## src/rtl/seg_xlate_pkg.sv

```systemverilog
package seg_xlate_pkg;

  // Fault causes reported on the response port.
  typedef enum logic [1:0] {
    FLT_NONE    = 2'd0,
    FLT_INVALID = 2'd1,
    FLT_BOUNDS  = 2'd2,
    FLT_PROT    = 2'd3
  } fault_e;

  // Picks one cause when several checks fail: invalid, then bounds, then protection.
  function automatic fault_e pick_fault(input logic seg_ok,
                                        input logic in_range,
                                        input logic perm_ok);
    if (!seg_ok)        return FLT_INVALID;
    else if (!in_range) return FLT_BOUNDS;
    else if (!perm_ok)  return FLT_PROT;
    else                return FLT_NONE;
  endfunction

  // An access is allowed unless it writes a read-only segment
  // or comes from user mode into a kernel-only segment.
  function automatic logic perm_allows(input logic is_write,
                                       input logic is_user,
                                       input logic flag_ro,
                                       input logic flag_kern);
    return !((is_write && flag_ro) || (is_user && flag_kern));
  endfunction

endpackage

```

## src/rtl/seg_table_regs.sv

```systemverilog
module seg_table_regs #(
  parameter int SEG_W = 3,
  parameter int PA_W  = 20,
  parameter int OFF_W = 13
) (
  input  logic             clk,
  input  logic             rst_n,
  input  logic             wr_en,
  input  logic [SEG_W-1:0] wr_idx,
  input  logic [PA_W-1:0]  wr_base,
  input  logic [OFF_W-1:0] wr_limit,
  input  logic             wr_valid,
  input  logic             wr_ro,
  input  logic             wr_kern,
  input  logic [SEG_W-1:0] rd_idx,
  output logic [PA_W-1:0]  rd_base,
  output logic [OFF_W-1:0] rd_limit,
  output logic             rd_valid,
  output logic             rd_ro,
  output logic             rd_kern
);

  localparam int NSEG = 1 << SEG_W;

  logic [PA_W-1:0]  base_q  [NSEG];
  logic [OFF_W-1:0] limit_q [NSEG];
  logic [NSEG-1:0]  valid_q;
  logic [NSEG-1:0]  ro_q;
  logic [NSEG-1:0]  kern_q;
  logic [NSEG-1:0]  wr_hit;

  // One register slice per descriptor, each with its own decoded write enable.
  for (genvar g = 0; g < NSEG; g++) begin : g_entry
    assign wr_hit[g] = wr_en && (wr_idx == SEG_W'(g));

    always_ff @(posedge clk or negedge rst_n) begin
      if (!rst_n) begin
        base_q[g]  <= '0;
        limit_q[g] <= '0;
        valid_q[g] <= 1'b0;
        ro_q[g]    <= 1'b0;
        kern_q[g]  <= 1'b0;
      end else if (wr_hit[g]) begin
        base_q[g]  <= wr_base;
        limit_q[g] <= wr_limit;
        valid_q[g] <= wr_valid;
        ro_q[g]    <= wr_ro;
        kern_q[g]  <= wr_kern;
      end
    end
  end

  // The read port returns the stored contents. It never bypasses a write in the same cycle.
  always_comb begin
    rd_base  = base_q[rd_idx];
    rd_limit = limit_q[rd_idx];
    rd_valid = valid_q[rd_idx];
    rd_ro    = ro_q[rd_idx];
    rd_kern  = kern_q[rd_idx];
  end


  table_write_chk: assert property (@(posedge clk) disable iff (!rst_n)
    wr_en |=> (rd_idx != $past(wr_idx)) ||
              (rd_base == $past(wr_base) && rd_limit == $past(wr_limit) &&
               rd_valid == $past(wr_valid)));

endmodule

```

## src/rtl/seg_access_check.sv

```systemverilog
module seg_access_check
  import seg_xlate_pkg::*;
#(
  parameter int PA_W  = 20,
  parameter int OFF_W = 13
) (
  input  logic [OFF_W-1:0] offset,
  input  logic             is_write,
  input  logic             is_user,
  input  logic [PA_W-1:0]  ent_base,
  input  logic [OFF_W-1:0] ent_limit,
  input  logic             ent_valid,
  input  logic             ent_ro,
  input  logic             ent_kern,
  output fault_e           fault,
  output logic [PA_W-1:0]  paddr
);

  // Base plus zero-extended offset, wrapping at the width of the physical address.
  function automatic logic [PA_W-1:0] add_base(input logic [PA_W-1:0]  base,
                                               input logic [OFF_W-1:0] off);
    return base + PA_W'(off);
  endfunction

  // Named results of each check, exposed for assertions and waveforms.
  logic in_range;
  logic perm_ok;
  logic [PA_W-1:0] sum;

  assign in_range = (offset <= ent_limit);
  assign perm_ok  = perm_allows(is_write, is_user, ent_ro, ent_kern);
  assign sum      = add_base(ent_base, offset);
  assign fault    = pick_fault(ent_valid, in_range, perm_ok);
  assign paddr    = (fault == FLT_NONE) ? sum : '0;

endmodule

```

## src/rtl/seg_resp_reg.sv

```systemverilog
module seg_resp_reg
  import seg_xlate_pkg::*;
#(
  parameter int PA_W = 20
) (
  input  logic            clk,
  input  logic            rst_n,
  input  logic            in_valid,
  input  fault_e          in_fault,
  input  logic [PA_W-1:0] in_paddr,
  output logic            out_valid,
  output fault_e          out_fault,
  output logic [PA_W-1:0] out_paddr
);

  always_ff @(posedge clk or negedge rst_n) begin
    if (!rst_n) begin
      out_valid <= 1'b0;
      out_fault <= FLT_NONE;
      out_paddr <= '0;
    end else begin
      out_valid <= in_valid;
      out_fault <= in_valid ? in_fault : FLT_NONE;
      out_paddr <= in_valid ? in_paddr : '0;
    end
  end


  latency_chk: assert property (@(posedge clk) disable iff (!rst_n)
    in_valid |=> out_valid);


  idle_zero_chk: assert property (@(posedge clk) disable iff (!rst_n)
    !in_valid |=> (!out_valid && out_fault == FLT_NONE && out_paddr == '0));


  fault_paddr_zero_chk: assert property (@(posedge clk) disable iff (!rst_n)
    (out_fault != FLT_NONE) |-> (out_paddr == '0));

endmodule

```

## src/rtl/seg_xlate_unit.sv

```systemverilog
module seg_xlate_unit
  import seg_xlate_pkg::*;
#(
  parameter int LA_W  = 16,
  parameter int SEG_W = 3,
  parameter int PA_W  = 20
) (
  input  logic                  clk,
  input  logic                  rst_n,
  input  logic                  tbl_we,
  input  logic [SEG_W-1:0]      tbl_idx,
  input  logic [PA_W-1:0]       tbl_base,
  input  logic [LA_W-SEG_W-1:0] tbl_limit,
  input  logic                  tbl_valid,
  input  logic                  tbl_ro,
  input  logic                  tbl_kern,
  input  logic                  req_valid,
  input  logic [LA_W-1:0]       req_laddr,
  input  logic                  req_write,
  input  logic                  req_user,
  output logic                  rsp_valid,
  output logic [PA_W-1:0]       rsp_paddr,
  output logic [1:0]            rsp_fault
);

  localparam int OFF_W = LA_W - SEG_W;

  // Splitting the logical address into its two fields.
  function automatic logic [SEG_W-1:0] seg_of(input logic [LA_W-1:0] la);
    return la[LA_W-1:OFF_W];
  endfunction

  function automatic logic [OFF_W-1:0] off_of(input logic [LA_W-1:0] la);
    return la[OFF_W-1:0];
  endfunction

  logic [SEG_W-1:0] req_seg;
  logic [OFF_W-1:0] req_off;
  logic [PA_W-1:0]  ent_base;
  logic [OFF_W-1:0] ent_limit;
  logic             ent_valid;
  logic             ent_ro;
  logic             ent_kern;
  fault_e           chk_fault;
  logic [PA_W-1:0]  chk_paddr;
  fault_e           out_fault;

  assign req_seg = seg_of(req_laddr);
  assign req_off = off_of(req_laddr);

  seg_table_regs #(.SEG_W(SEG_W), .PA_W(PA_W), .OFF_W(OFF_W)) u_table (
    .clk      (clk),
    .rst_n    (rst_n),
    .wr_en    (tbl_we),
    .wr_idx   (tbl_idx),
    .wr_base  (tbl_base),
    .wr_limit (tbl_limit),
    .wr_valid (tbl_valid),
    .wr_ro    (tbl_ro),
    .wr_kern  (tbl_kern),
    .rd_idx   (req_seg),
    .rd_base  (ent_base),
    .rd_limit (ent_limit),
    .rd_valid (ent_valid),
    .rd_ro    (ent_ro),
    .rd_kern  (ent_kern)
  );

  seg_access_check #(.PA_W(PA_W), .OFF_W(OFF_W)) u_check (
    .offset    (req_off),
    .is_write  (req_write),
    .is_user   (req_user),
    .ent_base  (ent_base),
    .ent_limit (ent_limit),
    .ent_valid (ent_valid),
    .ent_ro    (ent_ro),
    .ent_kern  (ent_kern),
    .fault     (chk_fault),
    .paddr     (chk_paddr)
  );

  seg_resp_reg #(.PA_W(PA_W)) u_resp (
    .clk       (clk),
    .rst_n     (rst_n),
    .in_valid  (req_valid),
    .in_fault  (chk_fault),
    .in_paddr  (chk_paddr),
    .out_valid (rsp_valid),
    .out_fault (out_fault),
    .out_paddr (rsp_paddr)
  );

  assign rsp_fault = out_fault;

  // a protection fault needs a write or a user-mode access.
  prot_cause_chk: assert property (@(posedge clk) disable iff (!rst_n)
    (rsp_fault == FLT_PROT) |-> $past(req_write || req_user));

  // the invalid cause is only reported on a response slot.
  fault_needs_rsp_chk: assert property (@(posedge clk) disable iff (!rst_n)
    (rsp_fault != FLT_NONE) |-> rsp_valid);

endmodule

```

## config.mk

```make
export PLATFORM = sky130hd
export DESIGN_NAME = seg_xlate_unit
export DESIGN_NICKNAME = d
export VERILOG_FILES = /design/src/rtl/seg_xlate_pkg.sv /design/src/rtl/seg_table_regs.sv /design/src/rtl/seg_access_check.sv /design/src/rtl/seg_resp_reg.sv /design/src/rtl/seg_xlate_unit.sv
export SDC_FILE = /design/constraint.sdc
export NUM_CORES = 1
export LEC_CHECK = 0
export BUFFER_PORTS_ARGS = -buffer_cell sky130_fd_sc_hd__buf_2
export CELL_PAD_IN_SITES_DETAIL_PLACEMENT = 0
export CELL_PAD_IN_SITES_GLOBAL_PLACEMENT = 2
export CORE_ASPECT_RATIO = 0.75
export CORE_MARGIN = 3
export CORE_UTILIZATION = 40
export CTS_CLUSTER_SIZE = 20
export DETAILED_ROUTE_END_ITERATION = 8
export PLACE_DENSITY_LB_ADDON = 0.1
export SLEW_MARGIN = 10
export SYNTH_ARGS = -nofsm -noshare
export SYNTH_HDL_FRONTEND = slang
export SYNTH_SLANG_ARGS = --single-unit
```

## constraint.sdc

```tcl
create_clock -name clk -period 6.2 [get_ports clk]
set_input_delay 1.55 -clock clk [delete_from_list [all_inputs] [get_ports clk]]
set_output_delay 1.55 -clock clk [all_outputs]
set_load 0.01 [all_outputs]
```

**After elaboration in Yosys (flattened, before gate mapping)**

Cells that the tools add are included.

- $add $sub $neg: 1
- Order comparisons: 3
- Equal/unequal tests: 7
- Multiplexer cells: 18
- Bitwise logic cells: 1
- Reduce and logical (&&, ||, !) cells: 13

Operator list:

| kind | count |
|---|---|
| 20-bit two-way mux | 4 |
| 20-bit binary-select mux with 3-bit select | 1 |
| 13-bit binary-select mux with 3-bit select | 1 |
| 13-bit two-way mux | 2 |
| 20-bit by 13-bit adder with 20-bit output | 1 |
| 13-bit less-or-equal comparator | 1 |
| 3-bit equality test, second input constant | 4 |
| 1-bit logical AND | 10 |
| 1-bit binary-select mux with 3-bit select | 3 |
| 2-bit two-way mux | 4 |
| 3-bit by 2-bit equality test with 1-bit output, second input constant | 2 |
| 4-bit >= comparator, second input constant | 1 |
| 3-bit by 4-bit < comparator with 1-bit output, second input constant | 1 |
| 3-bit inverter with 4-bit output | 1 |
| 3-bit by 1-bit equality test with 1-bit output, second input constant | 1 |
| 3-bit logical NOT | 1 |
| 1-bit two-way mux | 3 |
| 2-bit logical NOT | 1 |
| 1-bit logical OR | 1 |

- Register bits: 311
- Output and inout bits: 23
- Logic and storage cells: 86

**Longest topological paths before layout**

Gate-level depths: netlist of run 1.

- Depth after elaboration: 10
- Depth in mapped cells: 15
- Mapped depth without buffers: 11

**Hierarchy**

Synthesis of run 1 repeated with hierarchy kept, for this count alone.

- Cells, all modules: 982
- Area total of the unflattened synthesis: 14931.8 um2

Modules (own cells, without submodules):

| module | times used | cells an instance | area an instance (um2) |
|---|---|---|---|
| seg_table_regs | 1 | 743 | 12899.9 |
| seg_access_check | 1 | 192 | 1276.2 |
| seg_resp_reg | 1 | 47 | 755.7 |

**Worst setup path before layout of run 1**

No wires, ideal clock.

- Path kind: input-to-reg
- Start: input port req_laddr[14]
- End: register u_resp.out_paddr[14]
- Library setup time: 0.139 ns
- Arrival: 4.884 ns
- Required time: 6.061 ns
- Slack: 1.177 ns
- Stages: 14
- Path buffers: 4
- Cell sequence: buf_2 -> buf_2 -> buf_2 -> clkbuf_1 -> mux4_2 -> mux2_2 -> ha_1 -> fa_1 -> a21oi_1 -> o211ai_1 -> o221ai_1 -> o211ai_1 -> a221oi_1 -> a211oi_2

- Cells in the longest elaborated chain, start to end: 10

Ends and longest elaborated chain:

| what | RTL line | source |
|---|---|---|
| start, declared | seg_xlate_unit.sv:18 | `input logic [LA_W-1:0] req_laddr,` |
| 3-bit inverter with 4-bit output (not written as such), or another cell as far along | seg_table_regs.sv:55, seg_table_regs.sv:56 |  |
| 13-bit binary-select mux with 3-bit select, or another cell as far along | seg_table_regs.sv:56 | `rd_limit = limit_q[rd_idx];` |
| 13-bit two-way mux (not written as such) / 1-bit logical AND (equally long branches) | seg_table_regs.sv:56, seg_xlate_pkg.sv:27 |  |
| 13-bit two-way mux (not written as such) / 1-bit logical OR (equally long branches) | seg_table_regs.sv:56, seg_xlate_pkg.sv:27 |  |
| 13-bit less-or-equal comparator / 2-bit two-way mux (equally long branches) | seg_access_check.sv:30, seg_xlate_pkg.sv:17 |  |
| 2-bit two-way mux | seg_xlate_pkg.sv:16 | `else if (!in_range) return FLT_BOUNDS;` |
| 2-bit two-way mux | seg_xlate_pkg.sv:15 | `if (!seg_ok) return FLT_INVALID;` |
| 2-bit logical NOT | seg_access_check.sv:34 | `assign paddr = (fault == FLT_NONE) ? sum : '0;` |
| 20-bit two-way mux (*) | seg_access_check.sv:34 |  |
| 20-bit two-way mux (*) | seg_resp_reg.sv:24 | `out_paddr <= in_valid ? in_paddr : '0;` |
| end signal, assigned | seg_resp_reg.sv:24 |  |
| end, declared | seg_resp_reg.sv:13 | `output logic [PA_W-1:0] out_paddr` |

Every way passes the cells marked *; elsewhere a longest branch is shown, timed or not. The select of a mux whose other input is x is not followed.
A chain may end at the register's enable or synchronous reset.

**Worst setup path in the final report of run 1**

- Start: input port req_laddr[13]
- End: register u_resp.out_paddr[14]

The elaborated chain is that of the path after synthesis.

==> results of run 1 <==
[layout by cell type (no fill, tap or decap), drive strengths merged, types with 5 or more instances in the layout]
cell type | Yosys | final
xnor2 | 9 | 9
xor2 | 6 | 6
nand2 | 11 | 11
a21o | 8 | 8
inv | 7 | 8
a21oi | 14 | 14
clkbuf | 32 | 49
mux4 | 72 | 72
nor2 | 22 | 22
mux2i | 15 | 15
dfrtp | 311 | 311
clkinv | 0 | 11
mux2 | 308 | 308
ha | 26 | 26
nand4 | 5 | 5
nand3 | 13 | 13
buf | 21 | 104
[how the worst max path moves through the flow]
stage / depth (start not counted) / end
after global placement: 11 / u_resp.out_paddr[14]
after detailed placement: 11 / u_resp.out_paddr[14]
final: 11 / u_resp.out_paddr[14]
after CTS: 11 / u_resp.out_paddr[14]
after floorplan: 14 / u_resp.out_paddr[14]
after global routing: 12 / u_resp.out_paddr[18]
[cell type report]
| class | instances | share of cell area (%) |
|---|---|---|
| clock buffer | 49 | 6.11 |
| sequential | 311 | 47.1 |
| inverter | 7 | 0.159 |
| multi-input combinational | 552 | 38.8 |
| clock inverter | 13 | 0.659 |
| timing repair buffer | 104 | 3.71 |
| tap | 457 | 3.46 |
[layer usage]
layer  track usage, %  part of all wire [%]  wire length (µm)
met1             28.2                    50             17400
met2             29.0                    45             15900
met3             3.07                   3.5              1230
met4             3.81                   1.4               495
met5                0                     0                 0
[through the flow]
stage	power (mW)	worst slack, ns
after floorplan	3.56	1.18
after global placement	3.92	1.11
after detailed placement	3.93	1.02
after CTS	5.99	1.58
after global routing	6.23	1.37
final	5.90	1.59
[cell families (layout without fill, tap and decap cells)]
| kind of cell | count (synthesis) | in the layout | share of synthesized area (%) |
|---|---|---|---|
| and+or+nand+nor | 71 | 71 | 2.60 |
| adders and majority gates | 27 | 27 | 2.40 |
| muxes | 395 | 395 | 36.4 |
| AOI/OAI and AO/OA | 44 | 44 | 2.04 |
| xor gates and xnor gates | 15 | 15 | 0.911 |
| DFF | 311 | 311 | 54.0 |
| buffers and inverters | 60 | 173 | 1.71 |
[state kept, by name, summed over array words and instances, names as in the netlist]
name and count:
u_resp.out_valid 1, u_resp.out_fault 2, u_resp.out_paddr 20, u_table.valid_q 8, u_table.limit_q 104, u_table.ro_q 8
u_table.base_q 160, u_table.kern_q 8
[worst register-to-register path, stage by stage, from the launching register on]
cell	delay [ns]
dfrtp_1	0.38
mux4_2	0.46
mux2_2	0.28
ha_1	0.21
fa_1	0.42
a21oi_1	0.20
o211ai_1	0.25
o221ai_1	0.25
o211ai_1	0.27
a221oi_1	0.41
a211oi_2	0.08
[power by group]
part / switching [mW] / leakage (nW) / internal [mW]
sequential: 0.205 / 3.77 / 2.46
combinational: 0.524 / 2.82 / 0.700
clock: 0.830 / 0.560 / 1.18
total: 1.56 / 7.15 / 4.35
==> results by group, run 1 <==
Critical path
  – CP delay by family, top: compound AO/OA/AOI/OAI gates
  – Worst Setup SP: req_laddr[13]
  – R2r setup slk: 2.85 ns
  – FF-to-FF path depth: 10
  – CP Class: input pin to flip-flop
  – Slowest-stage cell, CP: mux4_2
  – Worst Setup End Kind: flip-flop
  – Max Fanout on Critical Path: 26
  – Critical path arrival: 4.98 ns
  – Worst Path Buf+Inv: 2
  – Worst setup SP type: input pin
  – Critical path cell sequence: buf_4 -> buf_4 -> mux4_2 -> mux2_2 -> ha_1 -> a21oi_1 -> o211ai_1 -> o221ai_1 -> o211ai_1 -> a221oi_1 -> a211oi_2
  – Reg-to-Reg End: u_resp.out_paddr[14]
  – CP peak stage delay: 0.51 ns
  – Critical register-to-register path startpoint: u_table.base_q[0]
  – Worst path required time: 6.58 ns

STA
  – Final hold slack: 0.499 ns
  – Final setup fails: 0
  – Final hold violations: 0
  – Rel. slew slack: 44.7%
  – Highest clock rate: 217 MHz
  – Worst slew pin tran: 0.829 ns
  – Setup TNS: 0 ns
  – RSZ-0062 raised after global routing: no
  – Tmin final: 4.61 ns
  – Crit share post-route: 74.3%
  – Final max-slew violation count: 0
  – Clock skew: 0.0144 ns

CTS
  – H-tree depth: 2
  – CTS Root Cell: clkbuf_16
  – Clock Path Buffers: 3
  – CTS Buf Count: 35
  – CTS sink count: 311
  – CTS clk-pin slew, worst paths: 0.06 ns
  – TritonCTS clock tree: built
  – Clk Latency, worst-skew pair: 0.52 ns
  – CTS resizes: 0
  – Post-CTS Repair Setup Buffers: 0
  – Hold-fix buffers, CTS: 0

Synth
  – Cells after synthesis: 923
  – Synth area leader: dfrtp_1
  – Synth warn: 0
  – Synthesized net count: 1011
  – Seq/Total Area, Yosys: 54.0%
  – Syn_area_per_cell: 15.6 µm²
  – Asr flop ratio synth: 100%
  – Post-synth top area share: 54.0%
  – Post-synth EDFFs: 0
  – Top-count cell post-synth: dfrtp_1
  – Mapped cell area: 0.0144 mm²
  – #FFs+latches synth: 311
  – Dominant synthesized flop cell: dfrtp_1
  – Distinct cells, synth: 43
  – Most common library cells after synthesis: dfrtp_1 (311), mux2_2 (308), mux4_2 (72)
  – Synth top area cells: dfrtp_1 (54%), mux2_2 (24%), mux4_2 (11%)

Die
  – Core ar.: 0.0351 mm²
  – Number of top-level pins: 84
  – Chip Width: 225 µm
  – Core Rows: 59
  – Die ar.: 0.0384 mm²
  – Initial Util: 41.0%
  – Die Y-Extent: 170 µm

Detailed routing
  – Final wirelength: 35.0 mm
  – DR WL/cell: 23.4 µm
  – Starting DRT DRC Count: 470
  – Routed vias/inst: 5.47
  – Vias: 8165
  – First-pass DRT Iterations: 6
  – DRC errors left: 0
  – DRT antenna net count: 0

Global route
  – First-pass GRT wire length: 54.2 mm
  – Vias in the first global route: 8568
  – Largest net degree at the start of global routing: 137
  – Gr ovfl total: 0
  – GRT Util Overall: 18.8%
  – Antenna violations before repair: 0

Layout
  – Area added between synthesis and finish: 14.6%
  – Fin util: 47.0%
  – Fin nets: 1099
  – Footprint of the multi-input gates: 0.00641 mm²
  – Fin cells: 1493
  – Fin area: 0.0165 mm²
  – Antenna diode count: 0
  – Fillers: 3108
  – Fraction of layout cells with a size suffix above 1: 52.9%
  – Flip-flop and latch area: 0.00778 mm²

Status
  – Status: finished, final reports clean

Hold path
  – Min-delay worst type: flip-flop to flip-flop
  – WHS Path Cells: 1
  – WHS Endpoint: u_table.base_q[53]
  – HP Start: u_table.base_q[53]

Place
  – Detailed placer's ending HPWL: 20.8 mm
  – Placed insts: 1431
  – I/O Buffers: 83
  – Placer congestion estimate: 0.756
  – Area after DPL: 0.0154 mm²

Pwr
  – Leakage: 7.15 nW
  – Worst IR Drop VDD: 198 µV
  – Pwr per Cell Area: 357 mW/mm²

Job
  – Total of max-cap violations: 0
Power figures use the tool's default switching activity.
==> run 2: changes to the inputs <==
Clock period 6.2 ns to 4.6 ns, I/O delays scaled along.
==> run 2 against run 1 <==
Critical path type unchanged. Count of clock-buffer cells in the layout grew 5. Critical path depth is the same. Sequential power grew 35%. Utilization grew 0.32 points. Cell count grew 0.54%. Register-to-register slack lost 1.6 ns. Highest routed layer unchanged.
==> results by group, run 2 (same netlist as run 1, synthesis figures left out) <==
Status
  – Status: finished, final reports clean

Die
  – Core Rows: 59
  – Chip Width: 225 µm
  – Number of top-level pins: 84
  – Core ar.: 0.0351 mm²
  – Die ar.: 0.0384 mm²
  – Initial Util: 41.0%
  – Die Y-Extent: 170 µm

STA
  – Final setup fails: 0
  – Final max-slew violation count: 0
  – Crit share post-route: 85.9%
  – Setup TNS: 0 ns
  – Clock skew: 0.0241 ns
  – Worst slew pin tran: 0.789 ns
  – RSZ-0062 raised after global routing: no
  – Highest clock rate: 253 MHz
  – Tmin final: 3.95 ns
  – Final hold violations: 0
  – Rel. slew slack: 47.4%

Place
  – I/O Buffers: 83
  – Placed insts: 1444
  – Detailed placer's ending HPWL: 21.6 mm
  – Placer congestion estimate: 0.755

CTS
  – CTS Buf Count: 35
  – Clk Latency, worst-skew pair: 0.51 ns
  – CTS resizes: 0
  – Post-CTS Repair Setup Buffers: 0
  – H-tree depth: 2
  – CTS sink count: 311
  – CTS clk-pin slew, worst paths: 0.06 ns
  – Clock Path Buffers: 3
  – CTS Root Cell: clkbuf_16
  – TritonCTS clock tree: built
  – Hold-fix buffers, CTS: 0

Critical path
  – Critical path cell sequence: buf_4 -> buf_12 -> mux4_2 -> mux2_2 -> fa_1 -> a21oi_1 -> o211ai_1 -> o221ai_1 -> o211ai_1 -> a221oi_1 -> a211oi_2
  – CP peak stage delay: 0.49 ns
  – Worst Setup End Kind: flip-flop
  – CP Class: input pin to flip-flop
  – Crit path top cell by count: o211ai_1
  – Worst path required time: 4.96 ns
  – CP delay by family, top: compound AO/OA/AOI/OAI gates
  – Worst Path Buf+Inv: 2
  – Critical path arrival: 4.32 ns
  – Slowest-stage cell, CP: mux4_2
  – Max Fanout on Critical Path: 11
  – Worst setup SP type: input pin

Detailed routing
  – Met3 Routed Length: 1.14 mm
  – DRC errors left: 0
  – DRT antenna net count: 0
  – Met2 routed WL: 15.4 mm
  – Starting DRT DRC Count: 576
  – WL met1: 17.7 mm
  – Vias: 8142
  – First-pass DRT Iterations: 4
  – Routed vias/inst: 5.42
  – Max Used Layer: met4
  – DR WL/cell: 23.1 µm
  – Final wirelength: 34.6 mm

Hold path
  – Min-delay worst type: flip-flop to flip-flop

Layout
  – Area added between synthesis and finish: 15.4%
  – Commonest non-fill, non-tap cell in the layout: dfrtp_1
  – Register with the most flip-flops: u_table.base_q
  – Most frequent cells in the layout: dfrtp_1 (311), mux2_2 (308), buf_2 (80)
  – Fin nets: 1112
  – Largest register FFs: 160
  – Flip-flop and latch area: 0.00778 mm²
  – Antenna diode count: 0
  – Fin cells: 1501
  – Leading registers by flop count: u_table.base_q: 160 flops, u_table.limit_q: 104 flops, u_resp.out_paddr: 20 flops
  – Footprint of the multi-input gates: 0.00641 mm²
  – Fraction of layout cells with a size suffix above 1: 52.9%
  – Fillers: 3071

Pwr
  – Leakage: 7.20 nW
  – Pwr per Cell Area: 473 mW/mm²
  – Worst IR Drop VDD: 236 µV

Global route
  – GRT Util Overall: 18.7%
  – Antenna violations before repair: 0
  – First-pass GRT wire length: 54.2 mm
  – Vias in the first global route: 8548
  – Largest net degree at the start of global routing: 81
  – Gr ovfl total: 0

Job
  – Total of max-cap violations: 0
run 2: per-layer routing:
layer  GRT usage (%)  vias to the layer above
met5               0                        -
met4            3.62                        0
met3            2.98                       34
met2            28.3                      112
met1            28.8                     4317
li1                -                     3679
run 2: final cells by class:
| class | count | area share [%] |
|---|---|---|
| multi-input combinational | 552 | 38.5 |
| clock inverter | 3 | 0.113 |
| inverter | 7 | 0.158 |
| tap | 457 | 3.44 |
| clock buffer | 54 | 6.18 |
| sequential | 311 | 46.8 |
| timing repair buffer | 117 | 4.80 |
run 2: through the flow:
step / power (mW) / setup WS (ns) / cell area [µm²] / hold slack, ns / util, %
6_report: 7.87 / 0.648 / 16600 / 0.499 / 47.3
5_1_grt: 8.32 / 0.462 / 16600 / 0.506 / 47.3
4_1_cts: 7.99 / 0.663 / 16600 / 0.500 / 47.3
3_5_place_dp: 5.34 / 0.137 / 15600 / 0.487 / 44.4
3_3_place_gp: 5.32 / 0.192 / 15600 / 0.482 / 44.4
2_1_floorplan: 4.79 / 0.124 / 14400 / 0.474 / -
run 2: power breakdown:
part / switching [mW] / internal, mW / total (mW)
sequential: 0.278 / 3.32 / 3.60
combinational: 0.709 / 0.969 / 1.68
clock: 1.07 / 1.53 / 2.59
run 2: worst paths after layout:
| kind | from | endpoint | slack [ns] | cells past startpoint |
|---|---|---|---|---|
| min | u_table.base_q[87] | u_table.base_q[87] | 0.50 | 1 |
| min in group asynchronous | rst_n | u_table.base_q[46] | 0.62 | 1 |
| min reg2reg | u_table.base_q[87] | u_table.base_q[87] | 0.50 | 1 |
| max reg2reg | u_table.base_q[0] | u_resp.out_paddr[14] | 1.26 | 10 |
| max | req_laddr[13] | u_resp.out_paddr[14] | 0.65 | 11 |
| max in group asynchronous | rst_n | u_table.limit_q[9] | 2.98 | 2 |
run 2: worst register-to-register path, cell delays in order, from the launching register on:
cell and delay (ns):
dfrtp_1 0.37, mux4_2 0.45, mux2_2 0.29, ha_1 0.21, fa_1 0.43, a21oi_1 0.21, o211ai_1 0.17, o221ai_1 0.26
o211ai_1 0.31, a221oi_1 0.41, a211oi_2 0.07
==> run 3: changes to the inputs <==
Settings changed: ABC_CLOCK_PERIOD_IN_PS set to 4600, PLACE_DENSITY_LB_ADDON 0.1 to 0.3.
==> run 3 against run 2 <==
Maximum frequency increased by 2.2%. Via count is 1.3% higher. Total power rose by 1.7%. Cell count decreased by 0.27%. Utilization hardly changed. First-iteration DRC count fell by 24%. Die area unchanged. Critical path type unchanged. Critical endpoint is now u_resp.out_paddr[12]. Largest cell class unchanged. Largest power group unchanged.
==> results by group, run 3 (same netlist as run 1, synthesis figures left out) <==
Layout
  – Fin cells: 1497
  – Antenna diode count: 0
  – Area added between synthesis and finish: 15.4%
  – Largest register FFs: 160
  – Fraction of layout cells with a size suffix above 1: 52.9%
  – Register with the most flip-flops: u_table.base_q
  – Commonest non-fill, non-tap cell in the layout: dfrtp_1
  – Leading registers by flop count: u_table.base_q: 160 flops, u_table.limit_q: 104 flops, u_resp.out_paddr: 20 flops
  – Most frequent cells in the layout: dfrtp_1 (311), mux2_2 (308), buf_2 (80)
  – Fin nets: 1107
  – Fin util: 47.3%

Die
  – Die Y-Extent: 170 µm
  – Number of top-level pins: 84
  – Initial Util: 41.0%
  – Core Rows: 59
  – Die ar.: 0.0384 mm²
  – Core ar.: 0.0351 mm²
  – Chip Width: 225 µm

CTS
  – CTS Buf Count: 34
  – Hold-fix buffers, CTS: 0
  – Clock Path Buffers: 3
  – CTS Root Cell: clkbuf_16
  – CTS resizes: 0
  – Post-CTS Repair Setup Buffers: 0
  – CTS sink count: 311
  – CTS clk-pin slew, worst paths: 0.06 ns
  – H-tree depth: 2
  – Clk Latency, worst-skew pair: 0.52 ns
  – TritonCTS clock tree: built

STA
  – Crit share post-route: 84.0%
  – Highest clock rate: 259 MHz
  – Clock skew: 0.0190 ns
  – Final setup fails: 0
  – Tmin final: 3.87 ns
  – Final hold violations: 0
  – Worst slew pin tran: 0.739 ns
  – RSZ-0062 raised after global routing: no
  – Rel. slew slack: 50.7%
  – Setup TNS: 0 ns
  – Final max-slew violation count: 0
  – Final hold slack: 0.499 ns

Job
  – Total of max-cap violations: 0

Critical path
  – Worst Setup End Kind: flip-flop
  – Worst path required time: 5.05 ns
  – Worst setup SP type: input pin
  – CP Class: input pin to flip-flop
  – Max Fanout on Critical Path: 21
  – Critical path arrival: 4.31 ns

Pwr
  – Pwr per Cell Area: 481 mW/mm²
  – Leakage: 7.21 nW
  – Worst IR Drop VDD: 245 µV
  – Total power: 8.00 mW

Place
  – Placed insts: 1440
  – Detailed placer's ending HPWL: 21.3 mm
  – I/O Buffers: 83
  – Placer congestion estimate: 0.747

Hold path
  – Min-delay worst type: flip-flop to flip-flop

Status
  – Status: finished, final reports clean

Global route
  – GRT Util Overall: 18.5%
  – Vias in the first global route: 8764
  – Gr ovfl total: 0
  – Antenna violations before repair: 1
  – First-pass GRT wire length: 54.0 mm
  – Largest net degree at the start of global routing: 117

Detailed routing
  – Final wirelength: 34.2 mm
  – Vias: 8245
  – Routed vias/inst: 5.51
  – DRT antenna net count: 0
  – Starting DRT DRC Count: 440
  – First-pass DRT Iterations: 4
  – DRC errors left: 0
  – DR WL/cell: 22.9 µm
==> run 3: cell count changes in the layout (fill, tap and decap cells not counted), sizes merged <==
cell | before | now
clkbuf | 54 | 52
inv | 8 | 7
clkinv | 2 | 3
buf | 117 | 113
bufinv | 0 | 2
==> run 3: per-layer routing <==
layer / vias to the layer above / global-route usage (%) / wire, µm / part of all wire (%)
li1: 3659 / - / - / -
met1: 4405 / 28.2 / 17300 / 50
met2: 141 / 28.0 / 15100 / 44
met3: 38 / 3.07 / 1330 / 3.9
met4: 2 / 4.11 / 484 / 1.4
met5: - / 0 / 13 / 0.038
==> run 3: cell type report <==
cell class | instances | area (µm²)
well taps | 457 | 572
clock buffers | 52 | 1040
repair buffers | 113 | 731
multi-input cells | 552 | 6410
fillers | 3091 | 18500
flip-flops and latches | 311 | 7780
inverters | 7 | 26.3
clock inverters | 5 | 75.1
==> run 3: critical path: stages <==
cell	delay (ns)
buf_4	0.30
buf_4	0.39
mux4_2	0.36
mux2_2	0.29
ha_1	0.39
nand3_1	0.10
o211ai_1	0.27
nor2_1	0.08
o31ai_1	0.51
a31oi_1	0.18
xor2_1	0.16
nor2_1	0.09
==> run 3: metrics by stage <==
| stage | instance area, µm² | worst slack, ns |
|---|---|---|
| final | 16600 | 0.735 |
| after detailed placement | 15500 | 0.239 |
| after global placement | 15500 | 0.233 |
| after global routing | 16600 | 0.566 |
| after floorplan | 14400 | 0.124 |
| after CTS | 16600 | 0.771 |
==> run 3: power breakdown <==
| group | internal, mW | switching, mW |
|---|---|---|
| Clock | 1.67 | 1.08 |
| Sequential | 3.32 | 0.282 |
| Combinational | 0.963 | 0.696 |
| Total | 5.95 | 2.06 |
==> run 3: path summary, 6_finish.rpt <==
path	from	endpoint	slack (ns)	cells after the start
max	req_laddr[14]	u_resp.out_paddr[12]	0.73	12
min	u_table.base_q[25]	u_table.base_q[25]	0.50	1
max reg2reg	u_table.base_q[0]	u_resp.out_paddr[14]	1.37	10
min reg2reg	u_table.base_q[25]	u_table.base_q[25]	0.50	1
max in group asynchronous	rst_n	u_table.base_q[30]	2.86	2
min in group asynchronous	rst_n	u_table.base_q[46]	0.59	1
